File: src/rtl/seg_xlate_pkg.sv
package seg_xlate_pkg;
  parameter int EA_W     = 32;
  parameter int NUM_SEG  = 16;
  parameter int SEG_IW   = $clog2(NUM_SEG);
  parameter int VSID_W   = 24;
  parameter int OFF_W    = 12;
  parameter int PIDX_W   = EA_W - SEG_IW - OFF_W;
  parameter int VA_W     = VSID_W + PIDX_W + OFF_W;
  parameter int SR_W     = 32;

  // big-endian architectural bit b maps to vector index 31-b
  localparam int MSR_USER_IDX = 31 - 17;
  localparam int MSR_IR_IDX   = 31 - 26;
  localparam int MSR_DR_IDX   = 31 - 27;
  localparam int SR_TYPE_IDX  = 31;
  localparam int SR_KSUP_IDX  = 30;
  localparam int SR_KUSR_IDX  = 29;

  typedef enum logic [1:0] {
    KIND_REAL  = 2'b00,
    KIND_BLOCK = 2'b01,
    KIND_IO    = 2'b10,
    KIND_ISF   = 2'b11
  } xl_kind_e;

  typedef struct packed {
    logic            to_pt;
    xl_kind_e        kind;
    logic [EA_W-1:0] ra;
    logic [VA_W-1:0] va;
    logic            key;
    logic            fetch;
  } xl_dec_t;
endpackage

File: src/rtl/sxa_segfile.sv
module sxa_segfile
  import seg_xlate_pkg::*;
(
  input  logic              clk,
  input  logic              rst_n,
  input  logic              wr_en,
  input  logic [SEG_IW-1:0] wr_idx,
  input  logic [SR_W-1:0]   wr_data,
  input  logic [SEG_IW-1:0] rd_idx,
  output logic [SR_W-1:0]   rd_data
);
  logic [SR_W-1:0] entry_q [NUM_SEG];

  for (genvar g = 0; g < NUM_SEG; g++) begin : g_ent
    logic            ld;
    logic [SR_W-1:0] entry_d;
    always_comb begin
      ld      = wr_en && (wr_idx == SEG_IW'(g));
      entry_d = ld ? wr_data : entry_q[g];
    end
    always_ff @(posedge clk or negedge rst_n) begin
      if (!rst_n) entry_q[g] <= '0;
      else        entry_q[g] <= entry_d;
    end
  end

  assign rd_data = entry_q[rd_idx];

  AST_SR_WRITE_LANDS: assert property (@(posedge clk) disable iff (!rst_n)
    wr_en |=> entry_q[$past(wr_idx)] == $past(wr_data));
endmodule

File: src/rtl/sxa_route.sv
module sxa_route
  import seg_xlate_pkg::*;
(
  input  logic            fetch,
  input  logic [EA_W-1:0] ea,
  input  logic [31:0]     msr,
  input  logic            bat_hit,
  input  logic [EA_W-1:0] bat_ra,
  input  logic [SR_W-1:0] seg,
  output xl_dec_t         dec
);
  logic reloc;
  logic user;
  logic dstore;
  logic sel_key;

  always_comb begin
    reloc   = fetch ? msr[MSR_IR_IDX] : msr[MSR_DR_IDX];
    user    = msr[MSR_USER_IDX];
    dstore  = seg[SR_TYPE_IDX];
    sel_key = user ? seg[SR_KUSR_IDX] : seg[SR_KSUP_IDX];

    dec.to_pt = 1'b0;
    dec.kind  = KIND_REAL;
    dec.ra    = ea;
    dec.va    = {seg[VSID_W-1:0], ea[EA_W-SEG_IW-1:0]};
    dec.key   = sel_key;
    dec.fetch = fetch;

    if (!reloc) begin
      dec.kind = KIND_REAL;
    end else if (bat_hit) begin
      dec.kind = KIND_BLOCK;
      dec.ra   = bat_ra;
    end else if (dstore) begin
      dec.kind = fetch ? KIND_ISF : KIND_IO;
    end else begin
      dec.to_pt = 1'b1;
    end
  end
endmodule

File: src/rtl/sxa_outstage.sv
module sxa_outstage
  import seg_xlate_pkg::*;
(
  input  logic            clk,
  input  logic            rst_n,
  input  logic            fire,
  input  xl_dec_t         dec,
  output logic            res_valid,
  output logic [1:0]      res_kind,
  output logic [EA_W-1:0] res_ra,
  output logic            pt_valid,
  input  logic            pt_ready,
  output logic [VA_W-1:0] pt_va,
  output logic            pt_key,
  output logic            pt_fetch,
  output logic            can_take
);
  logic            res_v_q, res_v_d;
  xl_kind_e        kind_q;
  logic [EA_W-1:0] ra_q;
  logic            pt_v_q, pt_v_d;
  logic [VA_W-1:0] va_q;
  logic            key_q, fch_q;
  logic            res_ld, pt_ld;

  always_comb begin
    can_take = !pt_v_q || pt_ready;
    res_ld   = fire && !dec.to_pt;
    pt_ld    = fire && dec.to_pt;
    res_v_d  = res_ld;
    pt_v_d   = pt_v_q;
    if (pt_v_q && pt_ready) pt_v_d = 1'b0;
    if (pt_ld)              pt_v_d = 1'b1;
  end

  always_ff @(posedge clk or negedge rst_n) begin
    if (!rst_n) begin
      res_v_q <= 1'b0;
      pt_v_q  <= 1'b0;
    end else begin
      res_v_q <= res_v_d;
      pt_v_q  <= pt_v_d;
    end
  end

  always_ff @(posedge clk or negedge rst_n) begin
    if (!rst_n) begin
      kind_q <= KIND_REAL;
      ra_q   <= '0;
    end else if (res_ld) begin
      kind_q <= dec.kind;
      ra_q   <= dec.ra;
    end
  end

  always_ff @(posedge clk or negedge rst_n) begin
    if (!rst_n) begin
      va_q  <= '0;
      key_q <= 1'b0;
      fch_q <= 1'b0;
    end else if (pt_ld) begin
      va_q  <= dec.va;
      key_q <= dec.key;
      fch_q <= dec.fetch;
    end
  end

  assign res_valid = res_v_q;
  assign res_kind  = kind_q;
  assign res_ra    = ra_q;
  assign pt_valid  = pt_v_q;
  assign pt_va     = va_q;
  assign pt_key    = key_q;
  assign pt_fetch  = fch_q;

  AST_PT_HELD: assert property (@(posedge clk) disable iff (!rst_n)
    pt_v_q && !pt_ready |=> pt_v_q && $stable(va_q) && $stable(key_q) && $stable(fch_q));
  AST_ONE_OUTCOME: assert property (@(posedge clk) disable iff (!rst_n)
    !(res_v_q && pt_v_q));
  AST_NO_SPURIOUS_RES: assert property (@(posedge clk) disable iff (!rst_n)
    !fire |=> !res_v_q);
endmodule

File: src/rtl/seg_xlate_arb.sv
module seg_xlate_arb
  import seg_xlate_pkg::*;
(
  input  logic        clk,
  input  logic        rst_n,
  input  logic [31:0] msr,
  input  logic        sr_we,
  input  logic [3:0]  sr_waddr,
  input  logic [31:0] sr_wdata,
  input  logic        acc_valid,
  output logic        acc_ready,
  input  logic        acc_fetch,
  input  logic [31:0] acc_ea,
  input  logic        bat_hit,
  input  logic [31:0] bat_ra,
  output logic        res_valid,
  output logic [1:0]  res_kind,
  output logic [31:0] res_ra,
  output logic        pt_valid,
  input  logic        pt_ready,
  output logic [51:0] pt_va,
  output logic        pt_key,
  output logic        pt_fetch
);
  logic [SR_W-1:0] seg_word;
  xl_dec_t         dec;
  logic            fire;

  sxa_segfile u_file (
    .clk     (clk),
    .rst_n   (rst_n),
    .wr_en   (sr_we),
    .wr_idx  (sr_waddr),
    .wr_data (sr_wdata),
    .rd_idx  (acc_ea[EA_W-1 -: SEG_IW]),
    .rd_data (seg_word)
  );

  sxa_route u_route (
    .fetch   (acc_fetch),
    .ea      (acc_ea),
    .msr     (msr),
    .bat_hit (bat_hit),
    .bat_ra  (bat_ra),
    .seg     (seg_word),
    .dec     (dec)
  );

  assign fire = acc_valid && acc_ready;

  sxa_outstage u_out (
    .clk       (clk),
    .rst_n     (rst_n),
    .fire      (fire),
    .dec       (dec),
    .res_valid (res_valid),
    .res_kind  (res_kind),
    .res_ra    (res_ra),
    .pt_valid  (pt_valid),
    .pt_ready  (pt_ready),
    .pt_va     (pt_va),
    .pt_key    (pt_key),
    .pt_fetch  (pt_fetch),
    .can_take  (acc_ready)
  );

  AST_REAL_PASS: assert property (@(posedge clk) disable iff (!rst_n)
    fire && !(acc_fetch ? msr[MSR_IR_IDX] : msr[MSR_DR_IDX])
    |=> res_valid && res_kind == KIND_REAL && res_ra == $past(acc_ea));
  AST_BLOCK_WINS: assert property (@(posedge clk) disable iff (!rst_n)
    fire && (acc_fetch ? msr[MSR_IR_IDX] : msr[MSR_DR_IDX]) && bat_hit
    |=> res_valid && res_kind == KIND_BLOCK && res_ra == $past(bat_ra));
  AST_DSTORE_NO_WALK: assert property (@(posedge clk) disable iff (!rst_n)
    fire && seg_word[SR_TYPE_IDX] |=> !pt_valid);
  AST_FETCH_NEVER_IO: assert property (@(posedge clk) disable iff (!rst_n)
    fire && acc_fetch |=> !(res_valid && res_kind == KIND_IO));
  AST_BUSY_BLOCKS: assert property (@(posedge clk) disable iff (!rst_n)
    pt_valid && !pt_ready |-> !acc_ready);
endmodule

File: config.mk
export PLATFORM = sky130hd
export DESIGN_NAME = seg_xlate_arb
export DESIGN_NICKNAME = d
export VERILOG_FILES = /design/src/rtl/seg_xlate_pkg.sv /design/src/rtl/sxa_segfile.sv /design/src/rtl/sxa_route.sv /design/src/rtl/sxa_outstage.sv /design/src/rtl/seg_xlate_arb.sv
export SDC_FILE = /design/constraint.sdc
export NUM_CORES = 1
export LEC_CHECK = 0
export CAP_MARGIN = 20
export CELL_PAD_IN_SITES_DETAIL_PLACEMENT = 1
export CELL_PAD_IN_SITES_GLOBAL_PLACEMENT = 1
export CORE_MARGIN = 4
export CORE_UTILIZATION = 30
export CTS_CLUSTER_DIAMETER = 120
export DETAILED_ROUTE_END_ITERATION = 7
export DONT_BUFFER_PORTS = 1
export GPL_TIMING_DRIVEN = 0
export PLACE_DENSITY = 0.63
export SETUP_SLACK_MARGIN = 0.02
export SYNTH_ARGS = -nofsm -noshare
export SYNTH_HDL_FRONTEND = slang
export SYNTH_HIERARCHICAL = 1
export SYNTH_SLANG_ARGS = --single-unit
export TNS_END_PERCENT = 30
File: constraint.sdc
create_clock -name clk -period 2.4 [get_ports clk]
set_clock_uncertainty 0.1 [all_clocks]
set_input_delay 0.24 -clock clk [delete_from_list [all_inputs] [get_ports clk]]
set_output_delay 0.24 -clock clk [all_outputs]
set_load 0.02 [all_outputs]
==> metrics.md <==
| Metric | Value |
|---|---|
| Starting Density | 30.5% |
| Maximum number of pins on one net before global-route repair | 523 |
| Slew @ Worst Pin | 1.63 ns |
| Setup-violating endpoint count in the final report | 54 |
| Met3 routed wirelength | between 4000 and 5000 um |
| TritonCTS sink count | around 520 |
| GRT Residual Overflow | 0 |
| Final cycle utilization of the critical path | 102% |
| Final RePlAce weighted congestion | 0.780 |
| Number of filler instances in the final layout | 7862 |
| DR iter-0 viols | between 700 and 800 |
| Initial antenna violation count | 5 |
| Post-synth design cell area | 23800 um2 |
| Clock period minus final worst setup slack | 2.44 ns |
| Maximum net fanout on the critical path | 10 |
| Slowest-stage cell, CP | sky130_fd_sc_hd__mux4_2 |
| Number of maximum-capacitance violations | 0 |
| DRC Markers | 0 |
| CP peak stage delay | 0.50 ns |
| Sort of element at the end of the critical path | register |
| Highest metal layer with signal wires | met5 |
| Length of the first detailed-routing pass in iterations | 4 |
| # IOs | 230 |
| Maximum ir drop on the vdd rail | 0.000646 V |
| Buffer depth of the longest clock path | 3 |
| Floorplan die width | 289 um |
| Met2 WL | 34000 um |
| Post-synth net total | 1633 |
| Count of port buffers added during placement | 0 |
| PD cells | 931 nW/um2 |
| Post-DRT Antenna Nets | 0 |
| Kind of start point of the critical path | register |
| Final number of max-transition violations | 130 |
| Hold Worst Slack | -0.779 ns |
| Number of buffer and inverter instances along the worst setup path | 1 |
| Clock network latency to the later pin of the worst-skew pair | 0.63 ns |
| Area occupied by registers | 13100 um2 |
| Number of warnings reported in the yosys synthesis log | 6 |
| Floorplan die height | between 200 and 300 um |
| R2R Setup Slk | -0.04 ns |
| H-tree depth | 2 |
| Inserted Clock Buffers | 58 |
| Avg Cell Area, Syn | around 16 um2 |
| Capture point of the worst reg-to-reg path | u_out/pt_va[37] |
| Global-route wire length before repair | 102000 um |
| Cell area after placement | 25100 um2 |
| Maximum operating frequency | 410 MHz |
| Share of cells above drive strength 1 | 50.4% |
| Launch point of the worst reg-to-reg path | u_file/entry_q[415] |
| Post-layout utilization of the core | 36.3% |
| Routed WL per cell | 25.2 um |
| Number of failing hold endpoints at the final stage | 522 |
| Vias after detailed routing | 13600 |
| Vias in the first global route | 15400 |
| PnR worst setup slack | -0.0377 ns |
| Worst R2R Path Depth | 7 |
| Relative slew slack | -8.85% |
| Overall die area | 83800 um2 |
| Leakage power total | around 12 nW |
| TritonCTS clock tree | yes |
| Metal1 wirelength | 28700 um |
| Detailed-placement wirelength estimate | approximately 44000 um |
| All-layer global routing usage | 16.3% |
| RSZ-0062 raised after global routing | true |
| Startpoint-to-endpoint class of the critical path | register to register |
| Data required, critical path | 2.79 ns |
| Sequence of cells on the critical path | mux4_2 > a22oi_2 > nand2_2 > nor3_4 > nand2_4 > buf_12 > mux2_4 |
| Root Buffer Master | sky130_fd_sc_hd__clkbuf_16 |
| Arrival @ worst endpoint | 2.82 ns |
| Count of mapped cells out of synthesis | 1494 |
| Hold WC Path Type | primary input to async pin |
| Total Wirelength | slightly below 70000 um |
| Run status | finished, violations left |
| Critical path startpoint | u_file/entry_q[415] |
| Row cnt | between 100 and 150 |
| Nets@finish | 1801 |
| Final design instance area without fill | about 28000 um2 |
| Area occupied by multi-input gates | 9720 um2 |
| Violations in the final reports | negative hold slack, max-slew violations, negative setup slack |
| Largest delay share family, worst path | multiplexers |
| Hold_buf cts | approximately 100 |
| Layout-stage area growth over the synthesis result | 19.1% |
| Total core area | between 70000 and 80000 um2 |
| Worst-path clk slew | around 0.060 ns |
| Routed via count divided by cell count | about 5.0 |
where the power goes:
part / internal, mW / switching [mW] / total (mW)
clock: 5.31 / 3.75 / 9.06
combinational: 2.96 / 1.52 / 4.48
sequential: 11.0 / 1.85 / 12.8
total: 19.2 / 7.12 / 26.4
placed cells by master, fill, tap and decap left out, types with 3 or more instances in the layout:
| master | count |
|---|---|
| sky130_fd_sc_hd__dfrtp_1 | 522 |
| sky130_fd_sc_hd__mux2_2 | 436 |
| sky130_fd_sc_hd__mux4_2 | 108 |
| sky130_fd_sc_hd__dlygate4sd3_1 | 103 |
| sky130_fd_sc_hd__mux2_4 | 78 |
| sky130_fd_sc_hd__clkbuf_1 | 65 |
| sky130_fd_sc_hd__buf_4 | 59 |
| sky130_fd_sc_hd__clkbuf_16 | 58 |
| sky130_fd_sc_hd__buf_2 | 57 |
| sky130_fd_sc_hd__a22oi_1 | 53 |
| sky130_fd_sc_hd__mux2_1 | 39 |
| sky130_fd_sc_hd__nand2_1 | 30 |
| sky130_fd_sc_hd__clkinv_2 | 13 |
| sky130_fd_sc_hd__clkbuf_8 | 11 |
| sky130_fd_sc_hd__nor2_1 | 11 |
| sky130_fd_sc_hd__nand2b_1 | 7 |
| sky130_fd_sc_hd__buf_12 | 7 |
| sky130_fd_sc_hd__buf_6 | 6 |
| sky130_fd_sc_hd__bufinv_16 | 5 |
| sky130_fd_sc_hd__clkbuf_2 | 5 |
| sky130_fd_sc_hd__diode_2 | 4 |
| sky130_fd_sc_hd__nand3b_1 | 4 |
| sky130_fd_sc_hd__nor2b_1 | 3 |
| sky130_fd_sc_hd__buf_8 | 3 |
registers in the layout, indices dropped and copies added (netlist names):
signal           cells
u_out/res_valid      1
u_out/pt_fetch       1
u_out/pt_valid       1
u_out/res_kind       2
u_out/pt_va         52
u_out/pt_key         1
u_file/entry_q     432
u_out/res_ra        32
worst max path at each step:
stage                              endpoint  cells after the start
after floorplan           u_out/res_kind[0]                     10
after global placement      u_out/pt_va[36]                      9
after detailed placement    u_out/pt_va[37]                      9
after CTS                   u_out/pt_va[19]                      7
after global routing        u_out/pt_va[49]                      7
final                       u_out/pt_va[37]                      7
cell type report:
class                   count  area share [%]
well taps                1040            4.60
repair buffers            107            3.76
plain buffers             190            4.24
multi-input cells         783            34.4
clock buffers              80            5.77
clock inverters            25            1.07
flip-flops and latches    522            46.2
diodes                      4          0.0354
what timing repair did:
action,in CTS,in global routing
setup endpoints to repair,87,85
hold endpoints to repair,759,522
setup buffers,4,0
pin swaps,4,3
resized for setup,32,16
gates cloned,1,0
layer usage:
metal  global-route usage (%)  vias up
met1                     20.3     7410
met3                     4.31      108
met4                     4.38        2
met2                     28.2      345
met5                        0        -
li1                         -     5780
metrics by stage:
stage / total power [mW] / std cells / TNS [ns] / setup WS, ns / hold slack [ns]
floorplan: 15.9 / 1494 / 0 / 0.0282 / -0.156
global placement: 16.8 / 2534 / -70.42 / -0.958 / -0.136
detailed placement: 17.1 / 2534 / -79.18 / -1.09 / -0.136
CTS: 26.7 / 2747 / -2.52 / -0.0570 / -0.821
global route: 27.7 / 2751 / -5.23 / -0.0912 / -0.820
finish: 26.4 / 2751 / -0.668 / -0.0377 / -0.779
Power figures use the tool's default switching activity.
